**src/rtl/sad_pkg.sv**
```systemverilog
package sad_pkg;
  localparam int BYTE_W      = 8;
  localparam int GROUP_BYTES = 4;
  localparam int NUM_SUMS    = 8;
  localparam int SUM_W       = 16;
  localparam int VEC_W       = 128;
  localparam int CTRL_W      = 8;
  localparam int NUM_GROUPS  = VEC_W / (GROUP_BYTES * BYTE_W);
  localparam int REF_SEL_W   = $clog2(NUM_GROUPS);
  localparam int BASE_BIT    = REF_SEL_W;

  typedef struct packed {
    logic                 loadDiff;
    logic                 loadSum;
    logic [REF_SEL_W-1:0] refSel;
    logic                 baseHigh;
  } ctrlStrobes_t;
endpackage

```
**src/rtl/sad_ctrl.sv**
```systemverilog
module sad_ctrl
  import sad_pkg::*;
#(
  parameter int CTRL_BITS = CTRL_W
) (
  input  logic                 clk,
  input  logic                 rst,
  input  logic                 inValid,
  input  logic [CTRL_BITS-1:0] ctrlByte,
  output ctrlStrobes_t         strobes,
  output logic                 outValid
);
  logic validStage1;
  logic validStage2;

  always_ff @(posedge clk) begin
    if (rst) begin
      validStage1 <= 1'b0;
      validStage2 <= 1'b0;
    end else begin
      validStage1 <= inValid;
      validStage2 <= validStage1;
    end
  end

  // Only the group-select and base bits are decoded; the rest are dropped.
  always_comb begin
    strobes.loadDiff = inValid;
    strobes.loadSum  = validStage1;
    strobes.refSel   = ctrlByte[REF_SEL_W-1:0];
    strobes.baseHigh = ctrlByte[BASE_BIT];
  end

  assign outValid = validStage2;
endmodule

```
**src/rtl/sad_datapath.sv**
```systemverilog
module sad_datapath
  import sad_pkg::*;
#(
  parameter int BYTE_BITS  = BYTE_W,
  parameter int GRP_BYTES  = GROUP_BYTES,
  parameter int SUMS       = NUM_SUMS,
  parameter int WORD_BITS  = SUM_W,
  parameter int VEC_BITS   = VEC_W
) (
  input  logic                clk,
  input  ctrlStrobes_t        strobes,
  input  logic [VEC_BITS-1:0] windowVec,
  input  logic [VEC_BITS-1:0] refVec,
  output logic [VEC_BITS-1:0] resultVec
);
  localparam int GROUPS    = VEC_BITS / (GRP_BYTES * BYTE_BITS);
  localparam int BASE_STEP = GRP_BYTES;

  logic [BYTE_BITS-1:0] refGroups [GROUPS][GRP_BYTES];
  logic [BYTE_BITS-1:0] refByte   [GRP_BYTES];
  logic [BYTE_BITS-1:0] winByte   [SUMS][GRP_BYTES];
  logic [BYTE_BITS-1:0] diffComb  [SUMS][GRP_BYTES];
  logic [BYTE_BITS-1:0] diffReg   [SUMS][GRP_BYTES];
  logic [WORD_BITS-1:0] sumComb   [SUMS];
  logic [WORD_BITS-1:0] sumReg    [SUMS];

  // Split the reference vector into its selectable groups.
  for (genvar g = 0; g < GROUPS; g++) begin : g_refGroup
    for (genvar i = 0; i < GRP_BYTES; i++) begin : g_refByte
      assign refGroups[g][i] = refVec[(g*GRP_BYTES+i)*BYTE_BITS +: BYTE_BITS];
    end
  end

  for (genvar i = 0; i < GRP_BYTES; i++) begin : g_refSel
    assign refByte[i] = refGroups[strobes.refSel][i];
  end

  // Each window is a fixed two-way mux between the low and high base.
  for (genvar j = 0; j < SUMS; j++) begin : g_win
    for (genvar i = 0; i < GRP_BYTES; i++) begin : g_term
      assign winByte[j][i] = strobes.baseHigh
        ? windowVec[(BASE_STEP+j+i)*BYTE_BITS +: BYTE_BITS]
        : windowVec[(j+i)*BYTE_BITS +: BYTE_BITS];
      assign diffComb[j][i] = (winByte[j][i] >= refByte[i])
        ? winByte[j][i] - refByte[i]
        : refByte[i] - winByte[j][i];

      always_ff @(posedge clk) begin
        if (strobes.loadDiff) diffReg[j][i] <= diffComb[j][i];
      end
    end
  end

  // Second stage: reduce four registered differences per window.
  for (genvar j = 0; j < SUMS; j++) begin : g_sum
    always_comb begin
      sumComb[j] = '0;
      for (int i = 0; i < GRP_BYTES; i++) begin
        sumComb[j] = sumComb[j] + WORD_BITS'(diffReg[j][i]);
      end
    end

    always_ff @(posedge clk) begin
      if (strobes.loadSum) sumReg[j] <= sumComb[j];
    end

    assign resultVec[j*WORD_BITS +: WORD_BITS] = sumReg[j];
  end
endmodule

```
**src/rtl/sad_multi_offset.sv**
```systemverilog
module sad_multi_offset
  import sad_pkg::*;
(
  input  logic              clk,
  input  logic              rst,
  input  logic              inValid,
  input  logic [VEC_W-1:0]  windowVec,
  input  logic [VEC_W-1:0]  refVec,
  input  logic [CTRL_W-1:0] ctrlByte,
  output logic              outValid,
  output logic [VEC_W-1:0]  resultVec
);
  ctrlStrobes_t strobes;

  sad_ctrl #(.CTRL_BITS(CTRL_W)) i_ctrl (
    .clk      (clk),
    .rst      (rst),
    .inValid  (inValid),
    .ctrlByte (ctrlByte),
    .strobes  (strobes),
    .outValid (outValid)
  );

  sad_datapath #(
    .BYTE_BITS (BYTE_W),
    .GRP_BYTES (GROUP_BYTES),
    .SUMS      (NUM_SUMS),
    .WORD_BITS (SUM_W),
    .VEC_BITS  (VEC_W)
  ) i_datapath (
    .clk       (clk),
    .strobes   (strobes),
    .windowVec (windowVec),
    .refVec    (refVec),
    .resultVec (resultVec)
  );
endmodule

```
**config.mk**
```make
export PLATFORM = sky130hd
export DESIGN_NAME = sad_multi_offset
export DESIGN_NICKNAME = d
export VERILOG_FILES = /design/src/rtl/sad_pkg.sv /design/src/rtl/sad_ctrl.sv /design/src/rtl/sad_datapath.sv /design/src/rtl/sad_multi_offset.sv
export SDC_FILE = /design/constraint.sdc
export NUM_CORES = 1
export LEC_CHECK = 0
export BUFFER_PORTS_ARGS = -buffer_cell sky130_fd_sc_hd__buf_4
export CORE_UTILIZATION = 62
export CTS_CLUSTER_SIZE = 24
export DETAILED_ROUTE_END_ITERATION = 7
export GPL_ROUTABILITY_DRIVEN = 0
export GPL_TIMING_DRIVEN = 0
export PLACE_DENSITY_LB_ADDON = 0.25
export SLEW_MARGIN = 10
export SYNTH_ARGS = -nofsm -noshare
export SYNTH_HDL_FRONTEND = slang
export SYNTH_SLANG_ARGS = --single-unit
```
**constraint.sdc**
```tcl
create_clock -name clk -period 5.8 [get_ports clk]
set_clock_uncertainty 0.2 [all_clocks]
set_input_delay 0.87 -clock clk [delete_from_list [all_inputs] [get_ports clk]]
set_output_delay 0.87 -clock clk [all_outputs]
set_load 0.02 [all_outputs]
```
==> metrics.txt, run 1 <==
status=finished with violations; violated checks=negative setup slack; First DRT Iteration DRCs=4,043; simple-gate area share of the yosys netlist=6.84%; vias after detailed routing=30,779; floorplan die width=248 µm; deepest level of the CTS H-tree=2; Root Driver=sky130_fd_sc_hd__clkbuf_16; multiplexer fraction of the synthesized cell area=10.2%; top_reg_cell synth=sky130_fd_sc_hd__edfxtp_1; HPWL after DPL=97,000 µm; dominant combinational cell family by area after synthesis=adder cells; data arrival time of the worst path=6.01 ns; wire length of the first global-routing pass=184,000 µm; sort of element at the start of the critical path=primary input; setup repair after global routing missed its margin=no; share of the synthesized area in compound gates (AO/OA/AOI/OAI)=14.9%; leading cell type in the layout, fill and taps excluded=sky130_fd_sc_hd__ha_1; Routed WL=127,000 µm; number of filler cells placed in the layout=4,365; Hold Fails Final Rpt=0; type of the setup path with the least slack=in -> reg; top library cells by usage in the layout, fill and taps aside=sky130_fd_sc_hd__ha_1 (608), sky130_fd_sc_hd__inv_1 (442), sky130_fd_sc_hd__buf_4 (380), sky130_fd_sc_hd__edfxtp_1 (336), sky130_fd_sc_hd__mux2i_1 (293); final period utilization=101%; kind of end point of the critical path=register; number of antenna violations at the first check in global routing=6; area added between synthesis and finish=13.7%; Routed wire per std cell=26.2 µm; buffers added on ports=332; CTS Buffer Depth=3; Final Critical Period=5.86 ns; number of library cell types mapped by synthesis=49; post-synthesis instance total=3,619; share of the yosys chip area belonging to registers=26.9%; number of warning messages in the yosys log=0; Data required, critical path=5.95 ns; Die Y-Extent=248 µm; number of iterations in the first detailed-routing pass=8; area enclosed by the die boundary=0.0617 mm²; worst setup timing slack at the placement stage=-0.378 ns; Std-Cell Core Area=0.0595 mm²; Max-Cap Viols=0; hold slack=0.234 ns; GRT Overall Usage=40.5%; Num CTS Buffers=41; average size of a mapped cell=10.4 µm²; max frequency=0.171 GHz; total number of nets in the final design=5,066; number of enable flip-flop cells after synthesis=336; synthesized-area fraction occupied by xor and xnor cells=6.61%; via count of the first global-routing pass=29,553; Clock Sink Count=338; fin worst setup slack=-0.0585 ns; setup violation total in the final timing report=4; Initial Utilization=63.3%; number of nets still failing antenna checks after routing=0; final-layout setup total negative slack=-0.111 ns; post-layout total power=21.1 mW; pin count of the biggest net entering global routing=115; worst-case vdd ir drop=807 µV; Slew headroom=5.19%; register clock-pin slew on the reported worst setup and hold paths=0.06 ns; synthesized-area fraction occupied by adder cells=27.9%; Worst Max-Slew Pin Slew=1.42 ns; final-report max-slew violation count=0; overflow left after global routing=0; total number of placement rows=89; number of instances in the placed design=4,777; worst-skew pair later-pin latency=0.61 ns; reported leakage power=20.9 nW; share of cells above drive strength 1=14.1%; total setup buffers inserted after CTS=0; Hold Buf Count CTS=0; Pwr Density=493 mW/mm²; Top Ports=396; post-detailed-route DRC marker count=0; register bit count reported by yosys=338; clock tree from TritonCTS=yes; routed vias/inst=6.34; largest driver fanout on the critical path=10; number of non-filler instances in the completed layout=4,856; proportion of synthesized flip-flops having asynchronous set or reset=0%; total standard cell area after synthesis=0.0376 mm²; Hold Path Class=in -> reg
==> logic make-up (layout without fill, tap and decap cells) <==
| kind of cell | after synthesis | in the layout |
|---|---|---|
| AND/OR/NAND/NOR | 461 | 461 |
| other | 1 | 54 |
| buffers and inverters | 574 | 985 |
| XOR/XNOR | 284 | 284 |
| flip-flops | 338 | 338 |
| multiplexers | 344 | 344 |
| AO/OA/AOI/OAI | 865 | 865 |
| adder cells (fa/ha/maj) | 752 | 752 |
==> through the flow <==
stage                     instance area, µm²  utilization, %
after floorplan                        37800               -
after global placement                 41300            69.4
after detailed placement               41400            69.7
after CTS                              42800            71.9
after global routing                   42800            71.9
final                                  42800            72.0
==> flip-flops by register name, indices dropped and copies added, names as in the netlist <==
register            count
i_datapath.diffReg    256
i_ctrl.outValid         1
i_datapath.sumReg      80
i_ctrl.validStage1      1
==> worst max-delay path: stages <==
cell and delay (ns):
sky130_fd_sc_hd__clkbuf_1 0.55, sky130_fd_sc_hd__clkbuf_1 0.81, sky130_fd_sc_hd__buf_2 0.48, sky130_fd_sc_hd__mux2i_1 0.88
sky130_fd_sc_hd__inv_1 0.36, sky130_fd_sc_hd__ha_1 0.39, sky130_fd_sc_hd__buf_6 0.14, sky130_fd_sc_hd__a21o_1 0.17
sky130_fd_sc_hd__a21o_1 0.20, sky130_fd_sc_hd__a211oi_4 0.51, sky130_fd_sc_hd__mux2i_1 0.27, sky130_fd_sc_hd__xor2_1 0.35
==> worst paths after layout <==
kind                                         from                                    to  slack [ns]  cells after the start
max                                   ctrlByte[2]  i_datapath.diffReg[0][102]$_DFFE_PP_       -0.06                     12
min                                           rst         i_ctrl.validStage1$_SDFF_PP0_        0.23                      2
max reg2reg   i_datapath.diffReg[0][24]$_DFFE_PP_     i_datapath.sumReg[0][9]$_DFFE_PP_        1.88                     16
min reg2reg  i_datapath.diffReg[0][104]$_DFFE_PP_    i_datapath.sumReg[0][48]$_DFFE_PP_        0.41                      1
==> report_power, final <==
part | internal [mW] | total, mW | switching (mW)
clock | 1.53 | 2.62 | 1.09
sequential | 4.40 | 4.67 | 0.271
combinational | 5.75 | 13.8 | 8.06
==> per-layer routing <==
metal / share of wire (%) / global-route usage [%] / up-vias / routed length [µm]
li1: - / - / 13594 / -
met1: 36 / 50.2 / 14401 / 45900
met2: 40 / 57.4 / 2188 / 51200
met3: 13 / 12.6 / 586 / 17100
met4: 10 / 34.8 / 10 / 12800
met5: 0.057 / 0 / - / 72
==> cell type report <==
type / instances / area (µm²) / area share (%)
diodes: 6 / 15.0 / 0.0351
plain buffers: 129 / 822 / 1.92
repair buffers: 338 / 2620 / 6.11
flip-flops and latches: 338 / 10100 / 23.7
clock inverters: 27 / 251 / 0.588
inverters: 445 / 1670 / 3.91
well taps: 773 / 967 / 2.26
clock buffers: 46 / 1090 / 2.54
multi-input cells: 2754 / 25200 / 59.0
==> synthesized netlist by cell type, drive strengths merged, types with 98 or more instances <==
| library cell | instances | area [µm²] |
|---|---|---|
| a21oi | 271 | 1360 |
| mux2i | 301 | 3010 |
| fa | 144 | 2880 |
| nand2 | 98 | 370 |
| nor2b | 106 | 663 |
| a21o | 147 | 1110 |
| inv | 445 | 1670 |
| edfxtp | 336 | 10100 |
| xnor2 | 105 | 920 |
| o21ai | 210 | 1060 |
| xor2 | 179 | 1570 |
| ha | 608 | 7610 |
==> what timing repair did <==
item	in CTS	in global routing
endpoints found under the setup margin	0	11
resized for setup	0	3
endpoints found under the hold margin	0	0
(Power assumes the default switching activity.)
==> run 2: changes to the inputs <==
--- a/config.mk
+++ b/config.mk
@@ -8,2 +8,3 @@
 export BUFFER_PORTS_ARGS = -buffer_cell sky130_fd_sc_hd__buf_4
+export CORE_MARGIN = 4
 export CORE_UTILIZATION = 62
==> constraint.sdc (replaced) <==
create_clock -name clk -period 5.8 [get_ports clk]
set_clock_uncertainty 0.2 [all_clocks]
set_input_delay 0.58 -clock clk [delete_from_list [all_inputs] [get_ports clk]]
set_output_delay 0.58 -clock clk [all_outputs]
set_load 0.02 [all_outputs]
==> run 2 against run 1 <==
Compared with the run above:
- the run now ends clean
- non-clock buffer count rose by 1
- flip-flop and latch count did not move
- critical path depth did not move
- sequential share of layout area barely moved
- maximum frequency rose by 4.9%
- critical path type unchanged
==> metrics.txt, run 2 (same netlist as run 1, synthesis figures left out) <==
number of non-filler instances in the completed layout=4,862 (was 4,856); CP endpoint=i_datapath.diffReg[0][102]$_DFFE_PP_ (unchanged); floorplan die width=254 µm (was 248 µm); setup violation total in the final timing report=0 (was 4); net load switching power=9.21 mW (was 9.42 mW); overflow left after global routing=0 (unchanged); clock tree from TritonCTS=yes (unchanged); leading cell type in the layout, fill and taps excluded=sky130_fd_sc_hd__ha_1 (unchanged); worst-case vdd ir drop=542 µV (was 807 µV); endpoint of the worst-slack reg-to-reg timing path=i_datapath.sumReg[0][9]$_DFFE_PP_ (unchanged); top library cells by usage in the layout, fill and taps aside=sky130_fd_sc_hd__ha_1 (608), sky130_fd_sc_hd__inv_1 (441), sky130_fd_sc_hd__buf_4 (380), sky130_fd_sc_hd__edfxtp_1 (336), sky130_fd_sc_hd__mux2i_1 (294) (was sky130_fd_sc_hd__ha_1 (608), sky130_fd_sc_hd__inv_1 (442), sky130_fd_sc_hd__buf_4 (380), sky130_fd_sc_hd__edfxtp_1 (336), sky130_fd_sc_hd__mux2i_1 (293)); register containing the most flip-flops in the final layout=i_datapath.diffReg (unchanged); HPWL after DPL=97,800 µm (was 97,000 µm); post-layout instance area=0.0428 mm² (about the same); number of nets still failing antenna checks after routing=0 (unchanged); worst r2r path cells=16 (unchanged); final period utilization=96.3% (was 101%); Die Y-Extent=254 µm (was 248 µm); Final Critical Period=5.58 ns (was 5.86 ns); clock share of power=12.2% (was 12.4%); CTS-repair resized insts=0 (unchanged); max frequency=0.179 GHz (was 0.171 GHz); kind of end point of the critical path=register (unchanged); GRT Overall Usage=38.5% (was 40.5%); CTS Buffer Depth=3 (unchanged); data arrival time of the worst path=5.73 ns (was 6.01 ns); sequential cell area in the final layout=0.0101 mm² (unchanged); Root Driver=sky130_fd_sc_hd__clkbuf_16 (unchanged); internal power of the cells=11.6 mW (was 11.7 mW); reg-to-reg setup timing slack=1.94 ns (was 1.88 ns); number of filler cells placed in the layout=4,568 (was 4,365); Max-Cap Viols=0 (unchanged); number of iterations in the first detailed-routing pass=7 (was 8); Hold Path Class=in -> reg (unchanged); setup repair after global routing missed its margin=no (unchanged); post-layout total power=20.8 mW (was 21.1 mW); Data required, critical path=5.95 ns (about the same); part of the power in combinational logic=65.4% (was 65.5%); First DRT Iteration DRCs=4,032 (was 4,043); Top Ports=396 (unchanged); hold slack=0.196 ns (was 0.234 ns); flip-flop count of the largest register, all copies and words added=256 (unchanged); Pwr Density=488 mW/mm² (was 493 mW/mm²); deepest level of the CTS H-tree=2 (unchanged); final-report max-slew violation count=0 (unchanged); multi-input gate area in the final layout=0.0252 mm² (about the same); total setup buffers inserted after CTS=0 (unchanged); worst-skew pair later-pin latency=0.58 ns (was 0.61 ns); Crit Reg-Reg Startpoint=i_datapath.diffReg[0][24]$_DFFE_PP_ (unchanged); wire length of the first global-routing pass=182,000 µm (was 184,000 µm); Std-Cell Core Area=0.0602 mm² (was 0.0595 mm²); Initial Utilization=62.5% (was 63.3%); routed vias/inst=6.29 (was 6.34); placed cell area=0.0414 mm² (about the same); status=completed (was finished with violations); pin count of the biggest net entering global routing=118 (was 115); Crit. Startpoint=ctrlByte[2] (unchanged); Clock Sink Count=338 (unchanged); via count of the first global-routing pass=29,309 (was 29,553); type of the setup path with the least slack=in -> reg (unchanged); Routed WL=127,000 µm (about the same); reported leakage power=20.9 nW (about the same); total number of nets in the final design=5,066 (unchanged); sort of element at the start of the critical path=primary input (unchanged); largest driver fanout on the critical path=10 (unchanged); Slew headroom=5.98% (was 5.19%); post-detailed-route DRC marker count=0 (unchanged); switching share of total power=44.2% (was 44.7%); Hold Fails Final Rpt=0 (unchanged); portion of total power attributed to sequential cells=22.4% (was 22.1%); Hold Buf Count CTS=1 (was 0); register clock-pin slew on the reported worst setup and hold paths=0.06 ns (about the same); number of antenna violations at the first check in global routing=6 (unchanged); Routed wire per std cell=26.2 µm (about the same); vias after detailed routing=30,566 (was 30,779); Worst Max-Slew Pin Slew=1.37 ns (was 1.42 ns); number of instances in the placed design=4,786 (was 4,777); area enclosed by the die boundary=0.0647 mm² (was 0.0617 mm²); area added between synthesis and finish=13.6% (was 13.7%); buffers added on ports=332 (unchanged); share of cells above drive strength 1=13.9% (was 14.1%); Num CTS Buffers=40 (was 41); largest registers=i_datapath.diffReg x256, i_datapath.sumReg x80 (unchanged); total number of placement rows=90 (was 89)
==> run 2: area by class of cell <==
type | instances | area share [%]
well taps | 782 | 2.29
multi-input cells | 2754 | 59.0
clock inverters | 18 | 0.495
diodes | 8 | 0.0468
inverters | 445 | 3.91
flip-flops and latches | 338 | 23.7
repair buffers | 339 | 6.14
plain buffers | 129 | 1.92
clock buffers | 49 | 2.47
==> run 2: worst max-delay path, cell delays in order <==
cell	delay, ns
sky130_fd_sc_hd__clkbuf_1	0.43
sky130_fd_sc_hd__clkbuf_1	0.79
sky130_fd_sc_hd__buf_2	0.48
sky130_fd_sc_hd__mux2i_1	0.92
sky130_fd_sc_hd__inv_1	0.41
sky130_fd_sc_hd__ha_1	0.47
sky130_fd_sc_hd__nor2b_1	0.16
sky130_fd_sc_hd__o21ai_1	0.18
sky130_fd_sc_hd__a31oi_1	0.17
sky130_fd_sc_hd__a211oi_4	0.51
sky130_fd_sc_hd__mux2i_1	0.28
sky130_fd_sc_hd__xor2_1	0.33
==> run 2: metrics by stage <==
stage / worst slack [ns] / TNS (ns) / util [%]
floorplan: 1.47 / 0 / -
global placement: -0.790 / -60.04 / 68.5
detailed placement: 0.0913 / 0 / 68.8
CTS: 0.646 / 0 / 70.9
global route: 0.436 / 0 / 70.9
finish: 0.216 / 0 / 71.0
==> run 2: how the worst min path moves through the flow <==
stage                                         startpoint                                   end  slack [ns]  cells after the start
finish                                           inValid  i_datapath.diffReg[1][111]$_DFFE_PP_        0.20                      1
detailed placement   i_datapath.diffReg[0][72]$_DFFE_PP_    i_datapath.sumReg[0][32]$_DFFE_PP_        0.40                      1
global placement    i_datapath.diffReg[0][104]$_DFFE_PP_    i_datapath.sumReg[0][48]$_DFFE_PP_        0.39                      1
CTS                                              inValid  i_datapath.diffReg[1][110]$_DFFE_PP_        0.19                      1
global route                                     inValid  i_datapath.diffReg[1][111]$_DFFE_PP_        0.20                      1
floorplan             i_datapath.diffReg[0][8]$_DFFE_PP_     i_datapath.sumReg[0][0]$_DFFE_PP_        0.37                      1
==> run 2: per-layer routing <==
| layer | GRT usage, % | wire (µm) | share of wire, % | vias up |
|---|---|---|---|---|
| met3 | 13.5 | 17800 | 14 | 524 |
| met5 | 0 | 16 | 0.013 | - |
| met4 | 28.4 | 12000 | 9.4 | 4 |
| met2 | 54.2 | 51000 | 40 | 2098 |
| met1 | 48.9 | 46500 | 37 | 14366 |
| li1 | - | - | - | 13574 |
==> run 2: power by group through the flow <==
stage                     registers, mW  clock network (mW)  logic (mW)
final                              4.67                2.54        13.6
after floorplan                    4.99                   0        9.50
after global routing               4.74                2.67        15.1
after CTS                          4.67                2.56        13.5
after detailed placement           4.71                   0        13.3
after global placement             4.69                   0        13.0
